==> config.mk <==
export PLATFORM = sky130hd
export DESIGN_NAME = dbg_sticky_status
export DESIGN_NICKNAME = d
export VERILOG_FILES = /design/src/rtl/dss_pkg.sv /design/src/rtl/dss_bus_decode.sv /design/src/rtl/dss_event_flags.sv /design/src/rtl/dss_udf_flags.sv /design/src/rtl/dss_state_enc.sv /design/src/rtl/dbg_sticky_status.sv
export SDC_FILE = /design/constraint.sdc
export NUM_CORES = 1
export LEC_CHECK = 0
export BUFFER_PORTS_ARGS = -buffer_cell sky130_fd_sc_hd__buf_2
export CAP_MARGIN = 25
export CORE_MARGIN = 1
export CORE_UTILIZATION = 34
export CTS_BUF_LIST = sky130_fd_sc_hd__clkbuf_2
export CTS_CLUSTER_DIAMETER = 120
export DETAILED_ROUTE_END_ITERATION = 6
export PLACE_DENSITY_LB_ADDON = 0.15
export SLEW_MARGIN = 20
export SYNTH_ARGS = -nofsm -noshare
export SYNTH_HDL_FRONTEND = slang
export SYNTH_SLANG_ARGS = --single-unit
==> constraint.sdc <==
create_clock -name clk -period 1 [get_ports clk]
set_input_delay 0 -clock clk [delete_from_list [all_inputs] [get_ports clk]]
set_output_delay 0 -clock clk [all_outputs]
set_load 0.1 [all_outputs]
==> src/rtl/dss_pkg.sv <==
// Shared constants for the debug sticky status block: the bus map, the
// positions of the status fields and the bit layout of the clear register.
package dss_pkg;
    localparam int unsigned BUS_AW  = 4;
    localparam int unsigned DATA_W  = 32;
    localparam int unsigned CNT_N   = 4;
    localparam int unsigned PAIR_N  = CNT_N / 2;

    localparam logic [BUS_AW-1:0] ADDR_STATUS = 4'h0;
    localparam logic [BUS_AW-1:0] ADDR_CLEAR  = 4'h4;

    // status word field positions
    localparam int unsigned SB_HALT  = 31;
    localparam int unsigned SB_TEND  = 30;
    localparam int unsigned SB_UDF   = 24;
    localparam int unsigned SB_TTRIG = 23;
    localparam int unsigned SB_IRQ   = 22;
    localparam int unsigned SB_SMM   = 9;
    localparam int unsigned SB_ST    = 5;

    // clear register bit positions
    localparam int unsigned CB_HALT  = 0;
    localparam int unsigned CB_TRACE = 1;
    localparam int unsigned CB_IRQ   = 2;
    localparam int unsigned CB_UDF   = 4;

    localparam logic [DATA_W-1:0] RSV_MASK = 32'h303F_FC1F;

    typedef struct packed {
        logic             halt;
        logic             trace;
        logic             irq;
        logic [CNT_N-1:0] udf;
    } clr_req_t;
endpackage

==> src/rtl/dss_bus_decode.sv <==
// Register bus front end. It turns a write to the clear address into a
// one-cycle clear request and returns the status word on reads.
// Assumes one access per cycle. Writes to any other address are dropped.
module dss_bus_decode
    import dss_pkg::*;
(
    input  logic              bus_wr,
    input  logic              bus_rd,
    input  logic [BUS_AW-1:0] bus_addr,
    input  logic [DATA_W-1:0] bus_wdata,
    input  logic [DATA_W-1:0] status,
    output clr_req_t          clr,
    output logic [DATA_W-1:0] bus_rdata
);
    logic clr_hit;

    // the clear request lasts only as long as the write strobe
    always_comb begin
        clr_hit   = bus_wr && (bus_addr == ADDR_CLEAR);
        clr.halt  = clr_hit && bus_wdata[CB_HALT];
        clr.trace = clr_hit && bus_wdata[CB_TRACE];
        clr.irq   = clr_hit && bus_wdata[CB_IRQ];
        clr.udf   = clr_hit ? bus_wdata[CB_UDF +: CNT_N] : '0;
    end

    // read mux: only the status address returns data
    always_comb begin
        bus_rdata = '0;
        if (bus_rd && (bus_addr == ADDR_STATUS))
            bus_rdata = status & ~RSV_MASK;
    end
endmodule

==> src/rtl/dss_event_flags.sv <==
// Four sticky event flags: halt, trace end, trace trigger, interrupt.
// A set pulse in the same cycle as a clear request leaves the flag set.
// The trace end and trace trigger flags share one clear request.
module dss_event_flags
    import dss_pkg::*;
#(
    parameter int unsigned EVT_N = 4
) (
    input  logic             clk,
    input  logic             rst_n,
    input  logic [EVT_N-1:0] evt_set,
    input  clr_req_t         clr,
    output logic [EVT_N-1:0] flag_q
);
    // index map: 0 halt, 1 trace end, 2 trace trigger, 3 interrupt
    logic [EVT_N-1:0] evt_clr;

    // route clear requests; both trace flags take the shared trace clear
    always_comb begin
        evt_clr    = '0;
        evt_clr[0] = clr.halt;
        evt_clr[1] = clr.trace;
        evt_clr[2] = clr.trace;
        evt_clr[3] = clr.irq;
    end

    for (genvar i = 0; i < EVT_N; i++) begin : g_flag
        // sticky flag with set priority
        always_ff @(posedge clk) begin
            if (!rst_n)
                flag_q[i] <= 1'b0;
            else
                flag_q[i] <= evt_set[i] | (flag_q[i] & ~evt_clr[i]);
        end
    end
endmodule

==> src/rtl/dss_udf_flags.sv <==
// Counter flags. Even flags always follow their own counter's wrap.
// An odd flag follows its own counter in generic mode. In watermark mode
// it follows the window end of its pair and is governed by the pair's
// even counter. A flag clears on a bus clear or while its governing
// counter is disabled, but a set in the same cycle wins.
module dss_udf_flags #(
    parameter int unsigned CNT_N = 4,
    localparam int unsigned PAIR_N = CNT_N / 2
) (
    input  logic              clk,
    input  logic              rst_n,
    input  logic [CNT_N-1:0]  cnt_wrap,
    input  logic [CNT_N-1:0]  cnt_en,
    input  logic [PAIR_N-1:0] wm_mode,
    input  logic [PAIR_N-1:0] wm_close,
    input  logic [CNT_N-1:0]  clr_udf,
    output logic [CNT_N-1:0]  udf_q
);
    logic [CNT_N-1:0] set_src;
    logic [CNT_N-1:0] kill;

    for (genvar n = 0; n < CNT_N; n++) begin : g_cnt
        if (n % 2 == 0) begin : g_even
            // even flag: own wrap, own enable
            always_comb begin
                set_src[n] = cnt_wrap[n];
                kill[n]    = clr_udf[n] | ~cnt_en[n];
            end
        end else begin : g_odd
            // odd flag: source and governing counter picked by pair mode
            always_comb begin
                if (wm_mode[n/2]) begin
                    set_src[n] = wm_close[n/2];
                    kill[n]    = clr_udf[n] | ~cnt_en[n-1];
                end else begin
                    set_src[n] = cnt_wrap[n];
                    kill[n]    = clr_udf[n] | ~cnt_en[n];
                end
            end
        end

        // sticky flag with set priority
        always_ff @(posedge clk) begin
            if (!rst_n)
                udf_q[n] <= 1'b0;
            else
                udf_q[n] <= set_src[n] | (udf_q[n] & ~kill[n]);
        end
    end
endmodule

==> src/rtl/dss_state_enc.sv <==
// Encodes the sequencer state for the status word. Single mode gives a
// one-hot code of the four-state index. Dual mode gives a two-bit code
// per machine: 01 for state 0, 10 for state 1. Disabled gives all zero.
module dss_state_enc #(
    parameter int unsigned ST_W = 4,
    localparam int unsigned IDX_W = $clog2(ST_W),
    localparam int unsigned HALF  = ST_W / 2
) (
    input  logic             sm_mode,
    input  logic             sm_en,
    input  logic [IDX_W-1:0] sm_state,
    input  logic             sm_m0_st,
    input  logic             sm_m1_st,
    output logic [ST_W-1:0]  st_code
);
    // select encoding by mode
    always_comb begin
        st_code = '0;
        if (sm_en) begin
            if (!sm_mode) begin
                st_code[sm_state] = 1'b1;
            end else begin
                st_code[HALF-1:0]    = sm_m0_st ? 2'b10 : 2'b01;
                st_code[ST_W-1:HALF] = sm_m1_st ? 2'b10 : 2'b01;
            end
        end
    end
endmodule

==> src/rtl/dbg_sticky_status.sv <==
// Top of the debug sticky status register. It puts together the event
// flags, counter flags, mode shadow and state code into one 32-bit word,
// readable over a simple bus and cleared by writes to a clear register.
// Assumes event inputs are single-cycle pulses synchronous to clk.
module dbg_sticky_status
    import dss_pkg::*;
(
    input  logic              clk,
    input  logic              rst_n,
    input  logic              evt_halt,
    input  logic              evt_trace_end,
    input  logic              evt_trace_trig,
    input  logic              evt_irq,
    input  logic [CNT_N-1:0]  cnt_wrap,
    input  logic [CNT_N-1:0]  cnt_en,
    input  logic [PAIR_N-1:0] wm_mode,
    input  logic [PAIR_N-1:0] wm_close,
    input  logic              sm_mode,
    input  logic              sm_en,
    input  logic [1:0]        sm_state,
    input  logic              sm_m0_st,
    input  logic              sm_m1_st,
    input  logic              bus_wr,
    input  logic              bus_rd,
    input  logic [BUS_AW-1:0] bus_addr,
    input  logic [DATA_W-1:0] bus_wdata,
    output logic [DATA_W-1:0] bus_rdata
);
    localparam int unsigned EVT_N = 4;
    localparam int unsigned ST_W  = 4;

    clr_req_t          clr;
    logic [EVT_N-1:0]  evt_q;
    logic [CNT_N-1:0]  udf_q;
    logic [ST_W-1:0]   st_code;
    logic [DATA_W-1:0] status_w;

    dss_bus_decode i_bus (
        .bus_wr    (bus_wr),
        .bus_rd    (bus_rd),
        .bus_addr  (bus_addr),
        .bus_wdata (bus_wdata),
        .status    (status_w),
        .clr       (clr),
        .bus_rdata (bus_rdata)
    );

    dss_event_flags #(.EVT_N(EVT_N)) i_evt (
        .clk     (clk),
        .rst_n   (rst_n),
        .evt_set ({evt_irq, evt_trace_trig, evt_trace_end, evt_halt}),
        .clr     (clr),
        .flag_q  (evt_q)
    );

    dss_udf_flags #(.CNT_N(CNT_N)) i_udf (
        .clk      (clk),
        .rst_n    (rst_n),
        .cnt_wrap (cnt_wrap),
        .cnt_en   (cnt_en),
        .wm_mode  (wm_mode),
        .wm_close (wm_close),
        .clr_udf  (clr.udf),
        .udf_q    (udf_q)
    );

    dss_state_enc #(.ST_W(ST_W)) i_st (
        .sm_mode  (sm_mode),
        .sm_en    (sm_en),
        .sm_state (sm_state),
        .sm_m0_st (sm_m0_st),
        .sm_m1_st (sm_m1_st),
        .st_code  (st_code)
    );

    // assemble the status word; unused positions stay zero
    always_comb begin
        status_w                   = '0;
        status_w[SB_HALT]          = evt_q[0];
        status_w[SB_TEND]          = evt_q[1];
        status_w[SB_TTRIG]         = evt_q[2];
        status_w[SB_IRQ]           = evt_q[3];
        status_w[SB_UDF +: CNT_N]  = udf_q;
        status_w[SB_SMM]           = sm_mode;
        status_w[SB_ST +: ST_W]    = st_code;
    end
endmodule

Word-level counts from Yosys, hierarchy flattened. Cells that the tools add are included.

Add/subtract/negate cells: 0. $mul: 0. Div/mod/pow operators: 0. $lt $le $gt $ge: 2. Equality and inequality tests: 1. Shift operators: 0. Multiplexer cells: 12. Bitwise gates (word level): 33. Reductions and logical operators: 7.

Operators by type and width (count): $mux 32 (1); $or 1x1->1 (14); $mux 4 (3); $not 1->1 (11); $and 1x1->1 (8); $logic_and 1x1->1 (6); $mux 1 (5); $eq 4x3->1 const B (1); $logic_not 4->1 (1); $mux 2 (2); $lt 2x3->1 const B (1); $demux 1 s2 (1); $ge 2x1->1 const B (1).

Register bits after elaboration: 8. Bits in latches: 0. Bits in writable memories: 0. ROM bits: 0. Input bits: 62. Output and inout port bits: 32. Logic and storage cells: 63. Memories: 0.

Depth between registers and ports, before layout. Gate-level depths: netlist (run 1).

Depth after elaboration: 8. Mapped depth: 4. Gate-level depth less buffers: 3.

Hierarchy. From an unflattened synthesis (run 1), not the netlist that was laid out.

Cell total of the unflattened synthesis: 107. Area, all modules: 784.5 um^2.

Modules (own cells, without submodules): dss_bus_decode (instances 1, cells each 63, area an instance 361.6 um^2, sequential area each 0.0 um^2); dss_udf_flags (instances 1, cells each 19, area an instance 181.4 um^2, sequential area each 80.1 um^2); dss_event_flags (instances 1, cells each 12, area an instance 150.1 um^2, sequential area each 80.1 um^2); dss_state_enc (instances 1, cells each 12, area an instance 87.6 um^2, sequential area each 0.0 um^2); dbg_sticky_status (instances 1, cells each 1, area an instance 3.8 um^2, sequential area each 0.0 um^2).

Worst setup path before layout (run 1). OpenSTA, ideal clock, no wires.

Path kind: input to output. Start point: input bus_rd. End point: output bus_rdata[8]. Arrival: 1.936 ns. Data required time: 1.000 ns. Slack: -0.936 ns. Stages on the path: 4. Path buffers: 1. Path through: nor2b_1 -> clkbuf_1 -> nand3_2 -> a21oi_1.

Word-level cells in the longest chain between the ends: 2.

RTL lines: from (decl) (line dbg_sticky_status.sv:24) `input logic bus_rd,`; $logic_and 1x1->1 (line dss_bus_decode.sv:29) `if (bus_rd && (bus_addr == ADDR_STATUS))`; $mux 32 (line dss_bus_decode.sv:29); to (decl) (line dbg_sticky_status.sv:27) `output logic [DATA_W-1:0] bus_rdata`.

No other way between the ends.

Final worst setup path (run 1).
Start point: input bus_addr[3]. End point: output bus_rdata[23].

Word-level cells in the longest chain between the ends: 3.

RTL lines: from (decl) (line dbg_sticky_status.sv:25) `input logic [BUS_AW-1:0] bus_addr,`; $logic_not 4->1 (line dss_bus_decode.sv:29); $logic_and 1x1->1 (line dss_bus_decode.sv:29); $mux 32 (line dss_bus_decode.sv:29).

No other way between the ends.

==> metrics list, run 1 <==
* Status: complete, no violations
- For this run, asynchronously set or reset flops after synthesis account for 0.
- For this configuration, the core starts out at a cell density of 0.360.
- The biggest area contributor in the post-synthesis netlist is dfxtp_1.
- Cell area after synthesis: roughly 700 µm²
- Mean routed wirelength per cell: 10.2 µm
* Startpoint of the worst setup timing path: bus_addr[3]
- After detailed routing, the number of vias per cell comes to ~4.5.
- Of the available clock period, the critical path in the final layout requires 0.956.
- 94 I/O pins were placed.
- Maximum achievable frequency: 1050 MHz
* Vias: 775
- Number of enable flip-flop cells after synthesis: 0
* Non-Filler Instances: 171
* Fraction of the yosys area taken by sequential cells: 0.229
- In this run the static leakage power is 0.587 nW.
* Post-synth top area share: 0.229
- After synthesis, the cell types taking the most area are dfxtp_1 23%, buf_4 20%, and3_1 5.4%.
* Total routing usage reported by global routing: 0.161
* Antenna-violating nets left: 0
- Weighted congestion at the end of routability-driven global placement: around 0.63
- The finished cells cover between 1000 and 1500 µm².
- Summed over all layers, the global routing overflow is 0.
- Antenna violations before repair: 0
- For this run, the post-layout net count is ~210.
- The total area inside the core boundary comes to roughly 1900 µm².
* Clk pin slew, worst setup/hold paths: 0.07 ns
* Pins over their slew limit: 0
* Ant diodes: 0
- Clk buf depth: 2
* Number of global-route vias before repair: slightly below 600
- Path type of the worst setup path: in -> out
- TritonCTS built the clock tree.
* Filler Cell Count: about 190
* Dominant cell by count in the synthesized netlist: buf_4
- Cell at the root of the clock tree: clkbuf_2
- For this run, the leading register cell type out of synthesis is dfxtp_1.
- Number of input and output port buffers inserted: roughly 50
- Across the run, the number of max-cap violations was 0.
* Post-synth cell types: 27
- Startpoint of the lowest-slack hold path: cnt_wrap[1]
- Floorplan die width: ~47 µm
- Critical path arrival: about 0.96 ns
- The die covers ~2200 µm².
* First-pass GRT wire length: 2470 µm
* Growth of design area from synthesis to finish: 73.5%
- Largest driver fanout on the critical path: 11
* Final HPWL DP: approximately 1400 µm
* Gate count of the mapped netlist: 90
- For this design, the sink count on the clock tree is 8.
- Data required time of the worst path: 1.00 ns
* Final hold viol count: 0
- At the later pin of the worst-skew pair, clock insertion delay measures between 0.2 and 0.25 ns.
- The number of clock buffers added by TritonCTS is 3.
- In this run the number of H-tree levels came out at 1.
- Summed over all layers, the routed wires come to between 1500 and 2000 µm.
- After detailed routing, the number of remaining DRC violations is 0.
- After synthesis, the mean cell area works out to 7.76 µm².
- The worst register-to-register path begins at i_udf.udf_q[0].
* CP Capture Type: primary output
- Leading cell types by count after synthesis: 19 x buf_4, 8 x dfxtp_1, 6 x and3_1, 5 x and3_2, 5 x inv_1
* Cell Area, Placed: 1130 µm²
- Number of setup violations in the final report: 0
* Number of warnings reported in the yosys synthesis log: 0
- Hold/Removal Path Class: in -> reg
- Largest net degree at the start of global routing: 12
- Drt first pass iters: 4
- In this run the core area contains 16 standard-cell rows.
- Total placed cells including tap cells: between 150 and 200
* Startpoint Class: input port
- Setup repair after global routing left no endpoint under its margin.
- Of the cells placed in the final design, the portion with a size suffix greater than 1 is 0.528.
- Power spread over the standard cell area amounts to 908 nW/µm².
- Worst clock skew on the final layout: 0 ns
- Height of the die: about 47 µm
- Across the VDD grid, the largest voltage drop is ~660 µV.
- After layout, the minimum clock period comes to 0.956 ns.
- Hold WS: 0.0329 ns
* FF+latch count, synth: 8
- The first routing iteration left 7 violations.
-- sequential cells by signal, indices dropped and copies added (netlist names) --
register / cells
i_evt.flag_q: 4
i_udf.udf_q: 4
-- path summary, 6_finish.rpt --
path | to | slack, ns | cells past startpoint
min | i_udf.udf_q[1] | 0.03 | 3
max | bus_rdata[23] | 0.04 | 5
min reg2reg | i_udf.udf_q[1] | 0.47 | 2
max reg2reg | i_udf.udf_q[0] | 0.30 | 3
-- critical path, stage by stage --
cell and delay [ns]:
buf_2 0.11, nor3_4 0.27, buf_6 0.18, and3_2 0.21, buf_12 0.18
-- power by group --
part / total, W / leakage (nW) / switching [W] / internal, W
registers: 0.000353 / 0.0671 / 0.00000902 / 0.000343
logic: 0.000564 / 0.507 / 0.000436 / 0.000127
clock network: 0.000184 / 0.0125 / 0.000102 / 0.0000818
-- placed cells by master, fill, tap and decap left out, types with 3 or more instances in the layout --
| cell | instances |
|---|---|
| clkbuf_2 | 3 |
| nor2_4 | 3 |
| inv_1 | 5 |
| and3_2 | 11 |
| o21ai_0 | 4 |
| dlygate4sd3_1 | 5 |
| buf_2 | 36 |
| dfxtp_1 | 8 |
| buf_12 | 13 |
| a21oi_1 | 3 |
| conb_1 | 19 |
| a41oi_1 | 4 |
| nand2_1 | 3 |
-- final cells by class --
type                    instances  area, µm²  share of cell area
clock buffers                   3       15.0              0.0124
inverters                       5       18.8              0.0155
multi-input cells              71        467               0.385
flip-flops and latches          8        160               0.132
well taps                      27       33.8              0.0279
repair buffers                 57        517               0.427
-- cells by family (layout without fill, tap and decap cells) --
family,after synthesis,count (layout),share of synthesized area
AOI/OAI and AO/OA,20,20,0.194
muxes,2,2,0.0323
DFF,8,8,0.229
buffers and inverters,29,65,0.269
and+or+nand+nor,30,30,0.271
other,1,19,0.00537
-- per-layer routing --
layer	vias up	global-route usage	part of all wire
met3	0	0.0692	0.069
met1	357	0.184	0.39
li1	383	-	-
met4	0	0.0343	0
met2	35	0.277	0.54
met5	-	0	0
-- metrics by stage --
step	util	worst slack, ns	total power, W	setup TNS (ns)
2_1_floorplan	-	-0.145	0.000847	-0.365
3_3_place_gp	0.584	0.0300	0.000896	0
3_5_place_dp	0.584	0.0125	0.000904	0
4_1_cts	0.618	0.00894	0.00111	0
5_1_grt	0.624	0.00625	0.00116	0
6_report	0.624	0.0441	0.00110	0
-- repair_timing --
item                                    CTS  global route
hold endpoints to repair                  6             0
endpoints found under the setup margin    0             1
resized for setup                         0             2
setup buffers                             0             0
hold buffers                              5             0
Note: power is estimated with default switching activity, not from simulation.
==> run 2: changes to the inputs <==
--- a/config.mk
+++ b/config.mk
@@ -5,6 +5,7 @@
 export SDC_FILE = /design/constraint.sdc
 export NUM_CORES = 1
 export LEC_CHECK = 0
+export ABC_AREA = 1
 export BUFFER_PORTS_ARGS = -buffer_cell sky130_fd_sc_hd__buf_2
 export CAP_MARGIN = 25
 export CORE_MARGIN = 1
==> metrics list, run 2 <==
* Iteration-0 DRC Markers: 13 (was 7)
- Number of buffers added for setup after CTS: 0 (unchanged)
- The type of the worst min-delay path was in -> reg (unchanged).
- Filler Cell Count: 190 (was 187)
- Hold Crit Endpoint: i_udf.udf_q[3] (was i_udf.udf_q[1])
- Leading cell types by count after synthesis: 23 x inv_1, 19 x buf_4, 17 x nor2_1, 14 x nand2_1, 9 x a21oi_1 (was 19 x buf_4, 8 x dfxtp_1, 6 x and3_1, 5 x and3_2, 5 x inv_1)
- Largest driver fanout on the critical path: 2 (was 11)
- The clock latency of the later-clocked register in the worst-skew pair was 0.24 ns (was 0.23 ns).
* Largest net degree at the start of global routing: 9 (was 12)
- Min cycle time layout: 0.955 ns (was 0.956 ns)
- Power share of the clock group: 0.177 (was 0.167)
* Final design utilization: 0.639 (was 0.624)
- DRC violations left: 0 (unchanged)
- The total detailed-routing wirelength is 1690 µm (was 1750 µm).
- Hold Path Depth: 3 (unchanged)
* Seq pwr share: 0.315 (was 0.320)
* Worst clock skew on the final layout: 0 ns (unchanged)
- Initial Util: 0.361 (was 0.360)
* CTS H-Tree Depth: 1 (unchanged)
* Post-synth top area share: 0.226 (was 0.229)
* Post-synth cell types: 17 (was 27)
* Startpoint of the lowest-slack hold path: cnt_wrap[3] (was cnt_wrap[1])
* Overflow left after global routing: 0 (unchanged)
* Maximum achievable frequency: 1050 MHz (about the same)
- The share of the clock period used by the worst path after layout was 0.955 (was 0.956).
- Drt first pass iters: 4 (unchanged)
* Number of placement rows: 16 (unchanged)
- Fraction of the yosys area taken by sequential cells: 0.226 (was 0.229)
- The total number of vias was 852 (was 775).
* Largest area contributor in the netlist: dfxtp_1 (unchanged)
* Dominant cell by count in the synthesized netlist: inv_1 (was buf_4)
* Power density of the placed cells: 895 nW/µm² (was 908 nW/µm²)
- Cell area after synthesis: 708 µm² (was 698 µm²)
- The HPWL after detailed placement was 1400 µm (was 1420 µm).
- Path type of the worst setup path: reg -> out (was in -> out)
- The post-CTS clock slew at the launch and capture registers of the worst setup and hold paths was 0.08 ns (was 0.07 ns).
- The predominant post-synthesis flop cell is dfxtp_1 (unchanged).
- Average footprint of a synthesized cell: 6.32 µm² (was 7.76 µm²)
- Ant diodes: 0 (unchanged)
- Max_cap viols: 0 (unchanged)
- The internal power is 0.000547 W (was 0.000553 W).
- The count of flip-flops with a built-in enable after synthesis came to 0 (unchanged).
- Worst setup slack for register-to-register paths: 0.27 ns (was 0.30 ns)
* Growth of design area from synthesis to finish: 77.0% (was 73.5%)
* Most area-consuming cells after synthesis: dfxtp_1 23%, buf_4 20%, inv_1 12% (was dfxtp_1 23%, buf_4 20%, and3_1 5.4%)
- Mean routed wirelength per cell: 8.53 µm (was 10.2 µm)
- Clk buf depth: 2 (unchanged)
- Per-cell via count in the routed design: 4.30 (was 4.53)
* Number of warnings reported in the yosys synthesis log: 0 (unchanged)
- Comb pwr share: 0.508 (was 0.512)
- The die outline area is 2270 µm² (was 2240 µm²).
- The number of CTS-inserted buffers is 3 (unchanged).
- The cell chosen for the clock root is clkbuf_2 (unchanged).
- The static leakage power is 0.638 nW (was 0.587 nW).
- The first-pass GRT wire length is 2460 µm (was 2470 µm).
* Share of post-route cells with drive strength above 1: 0.439 (was 0.528)
- The number of cells traversed by the worst register-to-register path came to 4 (was 3).
- The sequential cell area came to 163 µm² (was 160 µm²).
* Unrepaired setup endpoints after global routing: true (was false)
* Switching part of the total: 0.513 (was 0.498)
- Gate count of the mapped netlist: 112 (was 90)
- Antenna-violating nets left: 0 (unchanged)
- FF+latch count, synth: 8 (unchanged)
- Pins over their slew limit: 0 (unchanged)
* Commonest non-fill, non-tap cell in the layout: buf_2 (unchanged)
* Area of the multi-input gates: 433 µm² (was 467 µm²)
- Reg2Reg Capture Point: i_udf.udf_q[1] (was i_udf.udf_q[0])
* Start of the worst register-to-register path: i_udf.udf_q[1] (was i_udf.udf_q[0])
- CTS tree: yes (unchanged)
* Number of input and output port buffers inserted: 49 (unchanged)
- The sort of element at the end of the critical path is a primary output (unchanged).
- The routability congestion estimate was 0.689 (was 0.635).
- Floorplan Core Area: 1960 µm² (was 1940 µm²)
- Startpoint Class: flip-flop (was input port)
* Total clock sinks: 8 (unchanged)
* Post-synthesis async set-or-reset flop share: 0 (unchanged)
- The number of antenna violations at the first check in global routing was 0 (unchanged).
* Height of the die: 47.6 µm (was 47.3 µm)
- Number of setup violations in the final report: 0 (unchanged)
- Net switching power figure: 0.000575 W (was 0.000548 W)
- Status: complete, no violations (unchanged)
* Number of global-route vias before repair: 666 (was 586)
- The horizontal die dimension came to 47.6 µm (was 47.3 µm).
- Final hold viol count: 0 (unchanged)
- Data required time of the worst path: 1.00 ns (about the same)
* Total routing usage reported by global routing: 0.154 (was 0.161)
- The total I/O pin count was 94 (unchanged).
- Registers with the most flip-flops: i_evt.flag_q (4), i_udf.udf_q (4) (unchanged)
- The number of nets in the layout was 235 (was 208).
- The data arrival time of the worst path came to 0.96 ns (about the same).
- Total Power: 0.00112 W (was 0.00110 W)
- Commonest non-fill, non-tap cells in the layout: 36 x buf_2, 23 x inv_1, 19 x conb_1 (was 36 x buf_2, 19 x conb_1, 13 x buf_12)
- VDD IR max: 624 µV (was 655 µV)
-- run 2: how the worst max path moves through the flow --
stage	from	to	slack (ns)	depth (start not counted)
5_1_grt	bus_addr[3]	bus_rdata[7]	-0.02	7
4_1_cts	i_udf.udf_q[2]	bus_rdata[26]	0.03	3
3_5_place_dp	bus_addr[3]	bus_rdata[5]	0.05	7
3_3_place_gp	bus_addr[3]	bus_rdata[9]	0.07	6
2_1_floorplan	bus_addr[1]	bus_rdata[5]	-0.27	5
6_report	i_evt.flag_q[1]	bus_rdata[30]	0.04	3
-- run 2: layer usage --
layer	wire length [µm]	global-route usage	up-vias
met4	34	0.0833	0
met2	827	0.277	53
li1	-	-	425
met1	655	0.173	369
met5	0	0	-
met3	171	0.0226	5
-- run 2: stage by stage --
step                hold WS [ns]  setup TNS, ns  instance area, µm²  cells  setup slack (ns)
finish                    0.0530              0                1250    198            0.0445
global route              0.0752        -0.0352                1250    198           -0.0180
CTS                       0.0337              0                1240    198            0.0251
detailed placement         0.245              0                1160    189            0.0540
global placement           0.240              0                1160    189            0.0685
floorplan                  0.134          -3.05                 821    130            -0.266
-- run 2: layout make-up --
cell class | instances | share of cell area
timing repair buffer | 58 | 0.417
multi-input combinational | 79 | 0.345
sequential | 8 | 0.130
inverter | 23 | 0.0689
tap | 27 | 0.0269
clock buffer | 3 | 0.0120
-- run 2: repair_timing --
item | CTS | global route
hold endpoints to repair | 6 | 0
endpoints found under the setup margin | 0 | 8
hold buffers | 6 | 0
gates resized for setup | 0 | 5
-- run 2: power groups by stage --
stage	clock network, W	logic [W]	registers (W)
floorplan	0	0.000489	0.000358
global placement	0	0.000542	0.000360
CTS	0.000206	0.000566	0.000353
finish	0.000198	0.000570	0.000354
global route	0.000213	0.000607	0.000356
detailed placement	0	0.000547	0.000360
-- run 2: critical path, stage by stage, from the launching register on --
cell and delay [ns]:
dfxtp_1 0.33, inv_1 0.05, nor2_2 0.15, buf_12 0.19
-- run 2: cell families (layout without fill, tap and decap cells) --
logic type      Yosys count  in the layout  share of synthesized area
other cells               1             19                    0.00530
simple gates             44             44                      0.297
mux                       2              2                     0.0283
compound gates           14             14                      0.104
buf+inv                  43             84                      0.339
flops                     8              8                      0.226
==> run 3: changes to the inputs <==
==> constraint.sdc (replaced) <==
create_clock -name clk -period 1 [get_ports clk]
set_input_delay 0 -clock clk [delete_from_list [all_inputs] [get_ports clk]]
set_output_delay 0 -clock clk [all_outputs]
set_load 0.005 [all_outputs]
==> metrics list, run 3 (synthesized netlist as in run 2, its figures left out) <==
- Drt first pass iters: 6 (was 4)
- Critical path arrival: 0.84 ns (was 0.96 ns)
- The number of nets in the layout came to 233 (was 235).
- Largest driver fanout on the critical path: 7 (was 2)
- The count of endpoints failing setup in the final report came to 0 (unchanged).
- Post-Place Worst Slack: 0.147 ns (was 0.0540 ns)
- Ports placed on the boundary: 94 (unchanged)
* Antenna violations before repair: 0 (unchanged)
- The number of max-cap violations is 0 (unchanged).
- The total cell area at the placement stage is 916 µm² (was 1160 µm²).
* Growth of design area from synthesis to finish: 38.5% (was 77.0%)
* Path type of the worst setup path: in -> out (was reg -> out)
- Cell at the root of the clock tree: clkbuf_2 (unchanged)
- The number of CTS-inserted buffers was 3 (unchanged).
- The total number of vias is 803 (was 852).
- Share of post-route cells with drive strength above 1: 0.349 (was 0.439)
- Status: complete, no violations (unchanged).
* Worst clock skew on the final layout: 0 ns (unchanged)
- Number of global-route vias before repair: 612 (was 666)
* Net switching power figure: 0.000232 W (was 0.000575 W)
* Registers with the most flip-flops: i_evt.flag_q (4), i_udf.udf_q (4) (unchanged)
- The slowest cell on the critical path is buf_4 (was dfxtp_1).
- The worst reg2reg path startpoint is i_udf.udf_q[3] (was i_udf.udf_q[1]).
* Total Die Area: 2270 µm² (unchanged)
- Area of the multi-input gates: 375 µm² (was 433 µm²)
- Cells resized by post-CTS repair: 0 (unchanged)
- Per-cell via count in the routed design: 4.10 (was 4.30)
- Unrepaired setup endpoints after global routing: false (was true)
- Maximum achievable frequency: 1190 MHz (was 1050 MHz)
- The routability congestion estimate was 0.654 (was 0.689).
- The share of power burned in registers is 0.463 (was 0.315).
- The total number of clock tree sinks was 8 (unchanged).
- The first-pass GRT wire length is 2170 µm (was 2460 µm).
- The sort of element at the start of the critical path is an input port (was flip-flop).
* Setup slack after layout: 0.159 ns (was 0.0445 ns)
* Pins over their slew limit: 0 (unchanged)
* Min cycle time layout: 0.841 ns (was 0.955 ns)
* Aggregate routed wire length: 1640 µm (was 1690 µm)
- Hold/Removal Path Class: in -> reg (unchanged)
- The largest voltage drop on the vdd net is 495 µV (was 624 µV).
- Commonest non-fill, non-tap cells in the layout: 49 x buf_2, 23 x inv_1, 19 x conb_1 (was 36 x buf_2, 23 x inv_1, 19 x conb_1).
- Data required time of the worst path: 1.00 ns (about the same)
- Total Power: 0.000761 W (was 0.00112 W)
- Overflow left after global routing: 0 (unchanged)
* Sequence of cells on the critical path: buf_2 > nor2_1 > nand3_2 > buf_4 > nor2_1 > buf_2 (was inv_1 > nor2_2 > buf_12)
- The largest net degree at the start of global routing came to 9 (unchanged).
- The sort of element at the end of the critical path is a primary output (unchanged).
- The sequential cell area came to 160 µm² (was 163 µm²).
- The share of the clock period used by the worst path after layout is 0.841 (was 0.955).
- Initial Util: 0.361 (unchanged)
- The internal power is 0.000529 W (was 0.000547 W).
* Power density of the placed cells: 776 nW/µm² (was 895 nW/µm²)
- The clock latency of the later-clocked register in the worst-skew pair was 0.22 ns (was 0.24 ns).
- The first-iteration detailed-routing DRC count came to 10 (was 13).
- The part of the power in the clock network came to 0.250 (was 0.177).
- The HPWL after detailed placement is 1300 µm (was 1400 µm).
- Startpoint of the worst setup timing path: bus_addr[3] (was i_evt.flag_q[1])
- Floorplan Core Area: 1960 µm² (unchanged)
* Final hold viol count: 0 (unchanged)
- The die boundary height is 47.6 µm (unchanged).
- Mean routed wirelength per cell: 8.36 µm (was 8.53 µm)
- The final design area excluding fillers came to 981 µm² (was 1250 µm²).
- The number of core rows came to 16 (unchanged).
- The slack of the worst reg-to-reg path was 0.28 ns (was 0.27 ns).
- The layout filler cell count was 227 (was 190).
- The combinational power share is 0.286 (was 0.508).
- Commonest non-fill, non-tap cell in the layout: buf_2 (unchanged)
- Floorplan die width: 47.6 µm (unchanged)
- Startpoint of the lowest-slack hold path: evt_trace_trig (was cnt_wrap[3])
- The post-route antenna net violation count came to 0 (unchanged).
- The static leakage power is 0.599 nW (was 0.638 nW).
- CTS tree: yes (unchanged)
* Clk pin slew, worst setup/hold paths: 0.07 ns (was 0.08 ns)
- The count of H-tree levels built during CTS was 1 (unchanged).
- The number of DRC violations after detailed routing is 0 (unchanged).
- Clk buf depth: 2 (unchanged)
* Total Neg Setup Slack: 0 ns (unchanged)
* Number of input and output port buffers inserted: 49 (unchanged)
- The total global routing track utilization was 0.138 (was 0.154).
- The switching share of power is 0.305 (was 0.513).
* Ant diodes: 0 (unchanged)
* Slowest cell delay on critical path: 0.21 ns (was 0.33 ns)
==> run 3: final timing paths <==
path,end,depth (start not counted)
setup / recovery,bus_rdata[31],6
hold / removal,i_evt.flag_q[2],3
setup reg to reg,i_udf.udf_q[3],4
hold reg to reg,i_evt.flag_q[1],2
==> run 3: cell type report <==
cell class,instances,share of cell area
Multi-Input combinational cell,79,0.383
Timing Repair Buffer,56,0.316
Sequential cell,8,0.163
Inverter,23,0.0880
Tap cell,27,0.0344
Clock buffer,3,0.0153
==> run 3: metrics by stage <==
step | hold WS, ns | std cells | utilization
final | 0.0120 | 196 | 0.500
after global routing | 0.0134 | 196 | 0.500
after CTS | 0.00155 | 196 | 0.500
after detailed placement | 0.251 | 188 | 0.467
after global placement | 0.241 | 188 | 0.467
after floorplan | 0.0912 | 130 | -
==> run 3: critical path, delay by kind of cell <==
kind          cells  cell delay [ns]
buf+inv           3             0.44
simple gates      3             0.39
==> run 3: layer usage <==
metal	routed length [µm]	vias up	global-route usage
met4	11	0	0.0833
met1	689	330	0.153
li1	-	423	-
met3	152	2	0.0264
met2	785	48	0.244
met5	0	-	0
==> run 3: what timing repair did <==
item	CTS	global route
endpoints found under the setup margin	0	0
hold buffers	5	0
setup buffers	0	0
endpoints found under the hold margin	5	0
==> run 3: power by group through the flow <==
stage               combinational, W  sequential, W  clock [W]
floorplan                   0.000154       0.000358          0
global placement            0.000198       0.000360          0
detailed placement          0.000202       0.000361          0
CTS                         0.000218       0.000353   0.000205
global route                0.000253       0.000356   0.000218
finish                      0.000218       0.000353   0.000191
